===== config.mk =====
export PLATFORM = sky130hd
export DESIGN_NAME = dma_irq_regs
export DESIGN_NICKNAME = d
export VERILOG_FILES = /design/src/rtl/dma_irq_pkg.sv /design/src/rtl/dma_irq_flags.sv /design/src/rtl/dma_irq_glob.sv /design/src/rtl/dma_irq_rdmux.sv /design/src/rtl/dma_irq_regs.sv
export SDC_FILE = /design/constraint.sdc
export NUM_CORES = 1
export LEC_CHECK = 0
export BUFFER_PORTS_ARGS = -buffer_cell sky130_fd_sc_hd__buf_4
export CAP_MARGIN = 20
export CORE_MARGIN = 5
export CORE_UTILIZATION = 30
export DETAILED_ROUTE_END_ITERATION = 7
export HOLD_SLACK_MARGIN = 0.08
export PLACE_DENSITY = 0.47
export SYNTH_ARGS = -nofsm -noshare
export SYNTH_HDL_FRONTEND = slang
export SYNTH_SLANG_ARGS = --single-unit

===== constraint.sdc =====
create_clock -name clk_i -period 2 [get_ports clk_i]
set_input_delay 0.1 -clock clk_i [delete_from_list [all_inputs] [get_ports clk_i]]
set_output_delay 0.1 -clock clk_i [all_outputs]
set_load 0.02 [all_outputs]

===== src/rtl/dma_irq_pkg.sv =====
package dma_irq_pkg;
  localparam int unsigned DW = 32;
  localparam int unsigned AW = 12;

  typedef enum logic [3:0] {
    W_STAT     = 4'd0,
    W_TC_STAT  = 4'd1,
    W_TC_CLR   = 4'd2,
    W_ERR_STAT = 4'd3,
    W_ERR_CLR  = 4'd4,
    W_TC_RAW   = 4'd5,
    W_ERR_RAW  = 4'd6,
    W_EN_CH    = 4'd7,
    W_GCFG     = 4'd12,
    W_SYNC     = 4'd13
  } word_e;

  function automatic logic [7:0] id_byte(input logic [2:0] idx, input int nch);
    case (idx)
      3'd0:    return (nch == 8) ? 8'h80 : 8'h81;
      3'd1:    return 8'h10;
      3'd2:    return 8'h04;
      3'd3:    return 8'h0A;
      3'd4:    return 8'h0D;
      3'd5:    return 8'hF0;
      3'd6:    return 8'h05;
      default: return 8'hB1;
    endcase
  endfunction
endpackage


===== src/rtl/dma_irq_flags.sv =====
module dma_irq_flags #(
  parameter int unsigned NUM_CH = 8
) (
  input  logic              clk_i,
  input  logic              rst_ni,
  input  logic              clr_en_i,
  input  logic [NUM_CH-1:0] clr_bits_i,
  input  logic [NUM_CH-1:0] set_i,
  output logic [NUM_CH-1:0] flags_o
);
  for (genvar c = 0; c < NUM_CH; c++) begin : g_ch
    logic flag_q;
    always_ff @(posedge clk_i or negedge rst_ni) begin
      if (!rst_ni)                      flag_q <= 1'b0;
      else if (set_i[c])                flag_q <= 1'b1;  // set beats clear
      else if (clr_en_i && clr_bits_i[c]) flag_q <= 1'b0;
    end
    assign flags_o[c] = flag_q;
  end
endmodule


===== src/rtl/dma_irq_glob.sv =====
module dma_irq_glob #(
  parameter int unsigned DW = 32
) (
  input  logic          clk_i,
  input  logic          rst_ni,
  input  logic          cfg_we_i,
  input  logic          sync_we_i,
  input  logic [DW-1:0] wdata_i,
  output logic [DW-1:0] cfg_o,
  output logic [DW-1:0] sync_o
);
  always_ff @(posedge clk_i or negedge rst_ni) begin
    if (!rst_ni) begin
      cfg_o  <= '0;
      sync_o <= '0;
    end else begin
      if (cfg_we_i)  cfg_o  <= wdata_i;
      if (sync_we_i) sync_o <= wdata_i;
    end
  end
endmodule


===== src/rtl/dma_irq_rdmux.sv =====
module dma_irq_rdmux
  import dma_irq_pkg::*;
#(
  parameter int unsigned NUM_CH = 8
) (
  input  logic              main_sel_i,
  input  logic              id_sel_i,
  input  logic [3:0]        word_i,
  input  logic [2:0]        id_idx_i,
  input  logic [NUM_CH-1:0] tc_raw_i,
  input  logic [NUM_CH-1:0] err_raw_i,
  input  logic [NUM_CH-1:0] tc_ie_i,
  input  logic [NUM_CH-1:0] err_ie_i,
  input  logic [NUM_CH-1:0] ch_en_i,
  input  logic [DW-1:0]     cfg_i,
  input  logic [DW-1:0]     sync_i,
  output logic [DW-1:0]     rdata_o
);
  logic [NUM_CH-1:0] tc_m, err_m;
  assign tc_m  = tc_raw_i & tc_ie_i;
  assign err_m = err_raw_i & err_ie_i;

  always_comb begin
    rdata_o = '0;
    if (id_sel_i) begin
      rdata_o[7:0] = id_byte(id_idx_i, NUM_CH);
    end else if (main_sel_i) begin
      case (word_i)
        W_STAT:     rdata_o = DW'(tc_m | err_m);
        W_TC_STAT:  rdata_o = DW'(tc_m);
        W_ERR_STAT: rdata_o = DW'(err_m);
        W_TC_RAW:   rdata_o = DW'(tc_raw_i);
        W_ERR_RAW:  rdata_o = DW'(err_raw_i);
        W_EN_CH:    rdata_o = DW'(ch_en_i);
        W_GCFG:     rdata_o = cfg_i;
        W_SYNC:     rdata_o = sync_i;
        default:    rdata_o = '0;
      endcase
    end
  end
endmodule


===== src/rtl/dma_irq_regs.sv =====
module dma_irq_regs
  import dma_irq_pkg::*;
#(
  parameter int unsigned NUM_CH = 8
) (
  input  logic              clk_i,
  input  logic              rst_ni,
  input  logic              req_i,
  input  logic              we_i,
  input  logic [AW-1:0]     addr_i,
  input  logic [DW-1:0]     wdata_i,
  output logic [DW-1:0]     rdata_o,
  input  logic [NUM_CH-1:0] tc_set_i,
  input  logic [NUM_CH-1:0] err_set_i,
  input  logic [NUM_CH-1:0] tc_ie_i,
  input  logic [NUM_CH-1:0] err_ie_i,
  input  logic [NUM_CH-1:0] ch_en_i,
  output logic              ctrl_en_o,
  output logic              irq_o
);
  logic main_sel, id_sel, wr, rd;
  logic [3:0] word;
  logic [NUM_CH-1:0] tc_raw_q, err_raw_q;
  logic [DW-1:0] cfg_q, sync_q, rd_mux;

  assign main_sel = (addr_i[AW-1:6] == '0);
  assign id_sel   = (addr_i[AW-1:5] == '1);
  assign word     = addr_i[5:2];
  assign wr       = req_i && we_i;
  assign rd       = req_i && !we_i;

  dma_irq_flags #(.NUM_CH(NUM_CH)) u_tc (
    .clk_i, .rst_ni,
    .clr_en_i  (wr && main_sel && word == W_TC_CLR),
    .clr_bits_i(wdata_i[NUM_CH-1:0]),
    .set_i     (tc_set_i),
    .flags_o   (tc_raw_q)
  );

  dma_irq_flags #(.NUM_CH(NUM_CH)) u_err (
    .clk_i, .rst_ni,
    .clr_en_i  (wr && main_sel && word == W_ERR_CLR),
    .clr_bits_i(wdata_i[NUM_CH-1:0]),
    .set_i     (err_set_i),
    .flags_o   (err_raw_q)
  );

  dma_irq_glob #(.DW(DW)) u_glob (
    .clk_i, .rst_ni,
    .cfg_we_i (wr && main_sel && word == W_GCFG),
    .sync_we_i(wr && main_sel && word == W_SYNC),
    .wdata_i,
    .cfg_o    (cfg_q),
    .sync_o   (sync_q)
  );

  dma_irq_rdmux #(.NUM_CH(NUM_CH)) u_rdmux (
    .main_sel_i(main_sel),
    .id_sel_i  (id_sel),
    .word_i    (word),
    .id_idx_i  (addr_i[4:2]),
    .tc_raw_i  (tc_raw_q),
    .err_raw_i (err_raw_q),
    .tc_ie_i,
    .err_ie_i,
    .ch_en_i,
    .cfg_i     (cfg_q),
    .sync_i    (sync_q),
    .rdata_o   (rd_mux)
  );

  always_ff @(posedge clk_i or negedge rst_ni) begin
    if (!rst_ni)  rdata_o <= '0;
    else if (rd)  rdata_o <= rd_mux;
  end

  assign ctrl_en_o = cfg_q[0];
  assign irq_o     = |((tc_raw_q & tc_ie_i) | (err_raw_q & err_ie_i));
endmodule


[After elaboration in Yosys (flattened, before gate mapping)]
Index checks and enable logic that the tools add are counted.
Storage, ports and cells
  output and inout bits: 34
  memories: 0
  input bits: 88
  word-level logic and storage cells: 120
  flip-flop bits (word level): 112
  bits in read-only memories: 0
  bits in latches: 0
  RAM bits: 0
Cells by class
  shifts and indexed selects: 0
  eq/ne operators: 16
  bitwise gates (word level): 4
  reductions and logical operators: 44
  muxes and demuxes: 37
  magnitude comparators: 0
  div/mod/pow operators: 0
  add/sub/neg operators: 0
  $mul: 0
Operators by type and width (number)
  32-bit case mux with 8 select lines: 1
  8-bit case mux with 7 select lines: 1
  1-bit 2-to-1 mux: 32
  32-bit 2-to-1 mux: 1
  2-bit nonzero test: 16
  24-bit 2-to-1 mux: 1
  1-bit logical AND: 23
  8-bit AND: 2
  4-bit by 3-bit == test with 1-bit output (second input constant): 4
  8-bit bitwise OR: 2
  3-bit == test (second input constant): 3
  4-bit by 2-bit == test with 1-bit output (second input constant): 2
  4-bit == test (second input constant): 2
  8-bit 2-to-1 mux: 1
  8-bit OR reduction: 1
  7-bit == test (second input constant): 1
  3-bit by 2-bit == test with 1-bit output (second input constant): 2
  6-bit logical NOT: 1
  4-bit by 1-bit == test with 1-bit output (second input constant): 1
  4-bit logical NOT: 1
  3-bit by 1-bit == test with 1-bit output (second input constant): 1
  3-bit logical NOT: 1
  1-bit logical NOT: 1

[Logic depth before layout (Yosys ltp)]
  word-level depth: 6
  mapped depth: 7
  depth with buffers taken out: 4

[By module]
Synthesis repeated with hierarchy kept, for this count alone.
Second synthesis, totals
  cells, all modules: 467
  area, all modules: 5890.6 um^2
By module, submodules not included
  dma_irq_glob: cells an instance 136, times used 1, area each 2690.1 um^2, seq. area each 1601.5 um^2
  dma_irq_regs: cells an instance 93, times used 1, area each 1351.3 um^2, seq. area each 800.8 um^2
  dma_irq_rdmux: cells an instance 172, times used 1, area each 1133.6 um^2, seq. area each 0.0 um^2
  dma_irq_flags: cells an instance 33, times used 2, area each 357.8 um^2, seq. area each 200.2 um^2

[Worst setup path after synthesis]
Ideal clock, no wire load.
  path type: input to register
  start point: input port addr_i[8]
  end point: register u_glob.sync_o[10]
  data required time: 1.875 ns
  path buffers: 2
  library setup time: 0.125 ns
  arrival time: 1.591 ns
  path slack: 0.285 ns
  stages on the path: 6
  cell sequence: or4_4 > nor3_4 > and2_1 > buf_6 > buf_6 > mux2_2
On the way
  cells in the longest elaborated chain, start to end: 3
RTL lines
  from (decl): line dma_irq_regs.sv:10  | input logic [AW-1:0] addr_i,
  6-bit logical NOT: line dma_irq_regs.sv:26  | assign main_sel = (addr_i[AW-1:6] == '0);
  1-bit logical AND (2 in a row): line dma_irq_regs.sv:51  | .sync_we_i(wr && main_sel && word == W_SYNC),
  to (signal assigned): line dma_irq_glob.sv:18  | if (sync_we_i) sync_o <= wdata_i;
  to (decl): line dma_irq_glob.sv:10  | output logic [DW-1:0] sync_o
Every way passes these cells.
A chain may end at the register's enable or synchronous reset.

[Worst setup path in the final report]
  start point: input port addr_i[5]
  end point: register u_tc.g_ch[5].flag_q
On the way
  cells in the longest elaborated chain, start to end: 4
RTL lines
  4-bit by 2-bit == test with 1-bit output: line dma_irq_regs.sv:34  | .clr_en_i (wr && main_sel && word == W_TC_CLR),
  1-bit logical AND: line dma_irq_regs.sv:34
  1-bit logical AND: line dma_irq_flags.sv:16  | else if (clr_en_i && clr_bits_i[c]) flag_q <= 1'b0;
  2-bit nonzero test (no line)
  to (signal assigned): line dma_irq_flags.sv:14  | if (!rst_ni) flag_q <= 1'b0;
  to (signal assigned): line dma_irq_flags.sv:15  | else if (set_i[c]) flag_q <= 1'b1;
  to (signal assigned): line dma_irq_flags.sv:16
  to (decl): line dma_irq_flags.sv:12  | logic flag_q;
Every way passes these cells.

==> impl_metrics.csv <==
group,metric,value,unit
setup_path,arrival,2.18,ns
pwr,cellInternalPower,3.524,mW
placement,post-dp-hpwl,10910,um
status,outcome,"completed",
sta,period_needed,1.947,ns
die,die_h,141.7,um
sta,skew,0.003912,ns
global_route,grt_pass1_wl,25030,um
pwr,power_frac_seq,49.5,%
pwr,clock_power_share,40.5,%
logic_synthesis,synth_seq_cells,112,
pwr,ir_drop,463.3,uV
global_route,antenna_found_initial,0,
sta,fin_crit_sh,97.34,%
clock_network,cts.path.max_buffers,2,
setup_path,crit_path_frequent_cell,"buf_4",
layout,drive_gt1_share,36.46,%
die,die_width,141.7,um
logic_synthesis,netlist_area,5202,sq um
clock_network,clkLatencyLatePin,0.35,ns
route,ant_nets,0,
logic_synthesis,ys_seq_area_share,53.87,%
clock_network,cts.repair.resized,0,
sta,setup-violations-final,0,
route,wl_met2,7560,um
setup_path,startpoint_type,"input pin",
logic_synthesis,synth_edf_count,0,
route,wl_per_cell,18.53,um
layout,nFillCells,1687,
clock_network,cts-root-buf,"clkbuf_16",
die,dieArea,20070,sq um
logic_synthesis,ys.flop_type,"dfrtp_1",
route,via_per_inst,5.033,
clock_network,htree_levels,3,
logic_synthesis,synth_fp_nets,535,
layout,area_growth,40.00,%
route,firstDrtPassIters,5,
logic_synthesis,yosysWarnings,0,
setup_path,critical_path.max_stage_delay,0.57,ns
sta,rsz0062_at_grt,"false",
layout,multi_input_area,2223,sq um
placement,io_buffers,119,
clock_network,cts_tree,"yes",
die,core_area,17180,sq um
route,drtIter0Drc,201,
die,pin_count,122,
die,initial_core_util,30.29,%
layout,seq_area,2803,sq um
setup_path,critical-path-slowest-cell,"or4b_1",
pwr,p_sw,1.084,mW
route,top_layer_used,"met4",
logic_synthesis,yosysUniqueCellTypes,48,
route,wl_met1,6907,um
route,drc_errors,0,
clock_network,clkSlewWorstSetupHoldPaths,0.07,ns
sta,tightest_slew,0.5314,ns
route,wl_met3,1034,um
logic_synthesis,synth_area_per_cell,11.64,sq um
setup_path,critical_path_required,2.24,ns
setup_path,cp-end-kind,"flip-flop",
die,row_count,48,
global_route,grt.overflow.total,0,
layout,fin_nets,712,
setup_path,cp_max_fo,22,
sta,tns,0,ns
logic_synthesis,synthCells,447,
pwr,cellPowerDensity,632.6,nW/um^2
sta,slew_violations,0,
route,routed_wl,15800,um
min_path,hp-class,"input pin to flip-flop",
pwr,combPwrFrac,10.1,%
sta,fmax,513.7,MHz
global_route,grt_use_total,16.01,%
route,vias,4293,
pwr,swShare,23.52,%
global_route,grt_max_degree,65,
clock_network,cts_buffers,9,
layout,fin_util,42.40,%
sta,maxSlewHeadroom,64.57,%
placement,gp_congestion,0.8464,
logic_synthesis,synth-async-reset-ratio,100.0,%
global_route,grt_pass1_vias,4476,
clock_network,clock_sinks,112,
setup_path,crit_type,"input pin to flip-flop",
setup_path,path_cells,"buf_4, or4b_1, nor4_4, buf_4, nand2_1, a21o_1, dlygate4sd3_1",
run,timing.max_cap.violations,0,
sta,hold_viol_final,0,
layout,diodes,0,
pwr,power.leakage,3.330,nW
==> registers in the layout, summed over array words and instances (netlist names) <==
name	count
u_glob.cfg_o	32
u_err.g_ch.flag_q	8
u_tc.g_ch.flag_q	8
rdata_o	32
u_glob.sync_o	32
==> cells in the mapped netlist (4+ instances only) <==
cell type,number,area [sq um]
mux2i_1,5,50.05
nand3b_1,5,37.54
dfrtp_1,112,2803
o22ai_1,11,68.82
o2bb2ai_1,4,35.03
nand3_1,5,25.02
o21ai_0,35,175.2
nor2_1,6,22.52
nand2_1,56,210.2
nand4_1,7,43.79
o211ai_1,5,37.54
buf_2,5,25.02
mux2_2,63,709.4
a211oi_1,5,37.54
clkbuf_1,17,63.81
a22oi_1,34,255.2
buf_6,7,78.83
a21o_1,15,112.6
a21oi_1,6,30.03
==> worst max-delay path: cells and delay by family <==
kind                   cells  cell delay (ns)
AO/OA/AOI/OAI              1             0.17
buffers and inverters      3             0.95
AND/OR/NAND/NOR            3             0.95
==> power groups by stage <==
stage	registers [mW]	logic (mW)	clock network, mW
finish	2.28	0.464	1.86
global route	2.28	0.512	2.01
CTS	2.28	0.472	1.93
detailed placement	2.32	0.393	0
global placement	2.32	0.388	0
floorplan	2.32	0.130	0
==> cells by family (layout without fill, tap and decap cells) <==
kind of cell              after synthesis  after routing  synth area share, %
AOI/OAI and AO/OA                     122            122                15.63
xor gates and xnor gates                1              1               0.1684
buffers and inverters                  32            213                3.463
DFF                                   112            112                53.87
muxes                                  70             70                15.03
and+or+nand+nor                       110            110                11.83
==> cell usage in the layout, fill, tap and decap left out, drive strengths merged, types with 6 or more instances in the layout <==
cell | netlist | routed
a22oi | 34 | 34
a21o | 15 | 15
o21ai | 35 | 35
nor2 | 6 | 6
nand2 | 57 | 57
dlygate4sd3 | 0 | 57
dfrtp | 112 | 112
buf | 13 | 140
o22ai | 11 | 11
nand4 | 7 | 7
mux2 | 65 | 65
clkbuf | 18 | 10
a21oi | 6 | 6
==> area by class of cell <==
cell class / count / share of cell area, %
Sequential cell: 112 / 38.48
Multi-Input combinational cell: 303 / 30.53
Timing Repair Buffer: 197 / 22.95
Tap cell: 225 / 3.865
Clock buffer: 10 / 3.281
Clock inverter: 5 / 0.8418
Inverter: 1 / 0.05154
==> per-stage QoR <==
stage / instances / hold WS [ns] / worst slack, ns / power [mW] / instance area, sq um
floorplan: 447 / -0.1956 / 0.2846 / 2.454 / 5202
global placement: 781 / 0.05312 / 0.07249 / 2.712 / 6412
CTS: 853 / 0.08562 / 0.04837 / 4.676 / 7283
global route: 853 / 0.1106 / 0.01565 / 4.803 / 7283
detailed placement: 781 / 0.05588 / 0.06620 / 2.718 / 6412
finish: 853 / 0.09889 / 0.05326 / 4.607 / 7283
==> routing by layer <==
metal,up-vias,track usage [%]
li1,2006,-
met1,2133,20.70
met2,132,25.91
met3,22,4.988
met4,0,4.596
met5,-,0
==> path summary, 6_finish.rpt <==
path | start | end | slack (ns) | depth (start not counted)
worst max-delay path | addr_i[5] | u_tc.g_ch[5].flag_q$_DFFE_PN0P_ | 0.05 | 7
worst max register to register | u_tc.g_ch[7].flag_q$_DFFE_PN0P_ | rdata_o[7]$_DFFE_PN0P_ | 0.55 | 4
worst min-delay path | addr_i[2] | rdata_o[4]$_DFFE_PN0P_ | 0.1 | 3
max in group asynchronous | rst_ni | u_tc.g_ch[0].flag_q$_DFFE_PN0P_ | 1.10 | 3
worst min register to register | rdata_o[13]$_DFFE_PN0P_ | rdata_o[13]$_DFFE_PN0P_ | 0.49 | 2
min in group asynchronous | rst_ni | rdata_o[4]$_DFFE_PN0P_ | 0.21 | 2
==> what timing repair did <==
action,4_1_cts,5_1_grt
hold endpoints to repair,105,0
setup buffers,0,0
setup endpoints to repair,0,4
hold buffers,57,0
Power figures use the tool's default switching activity.
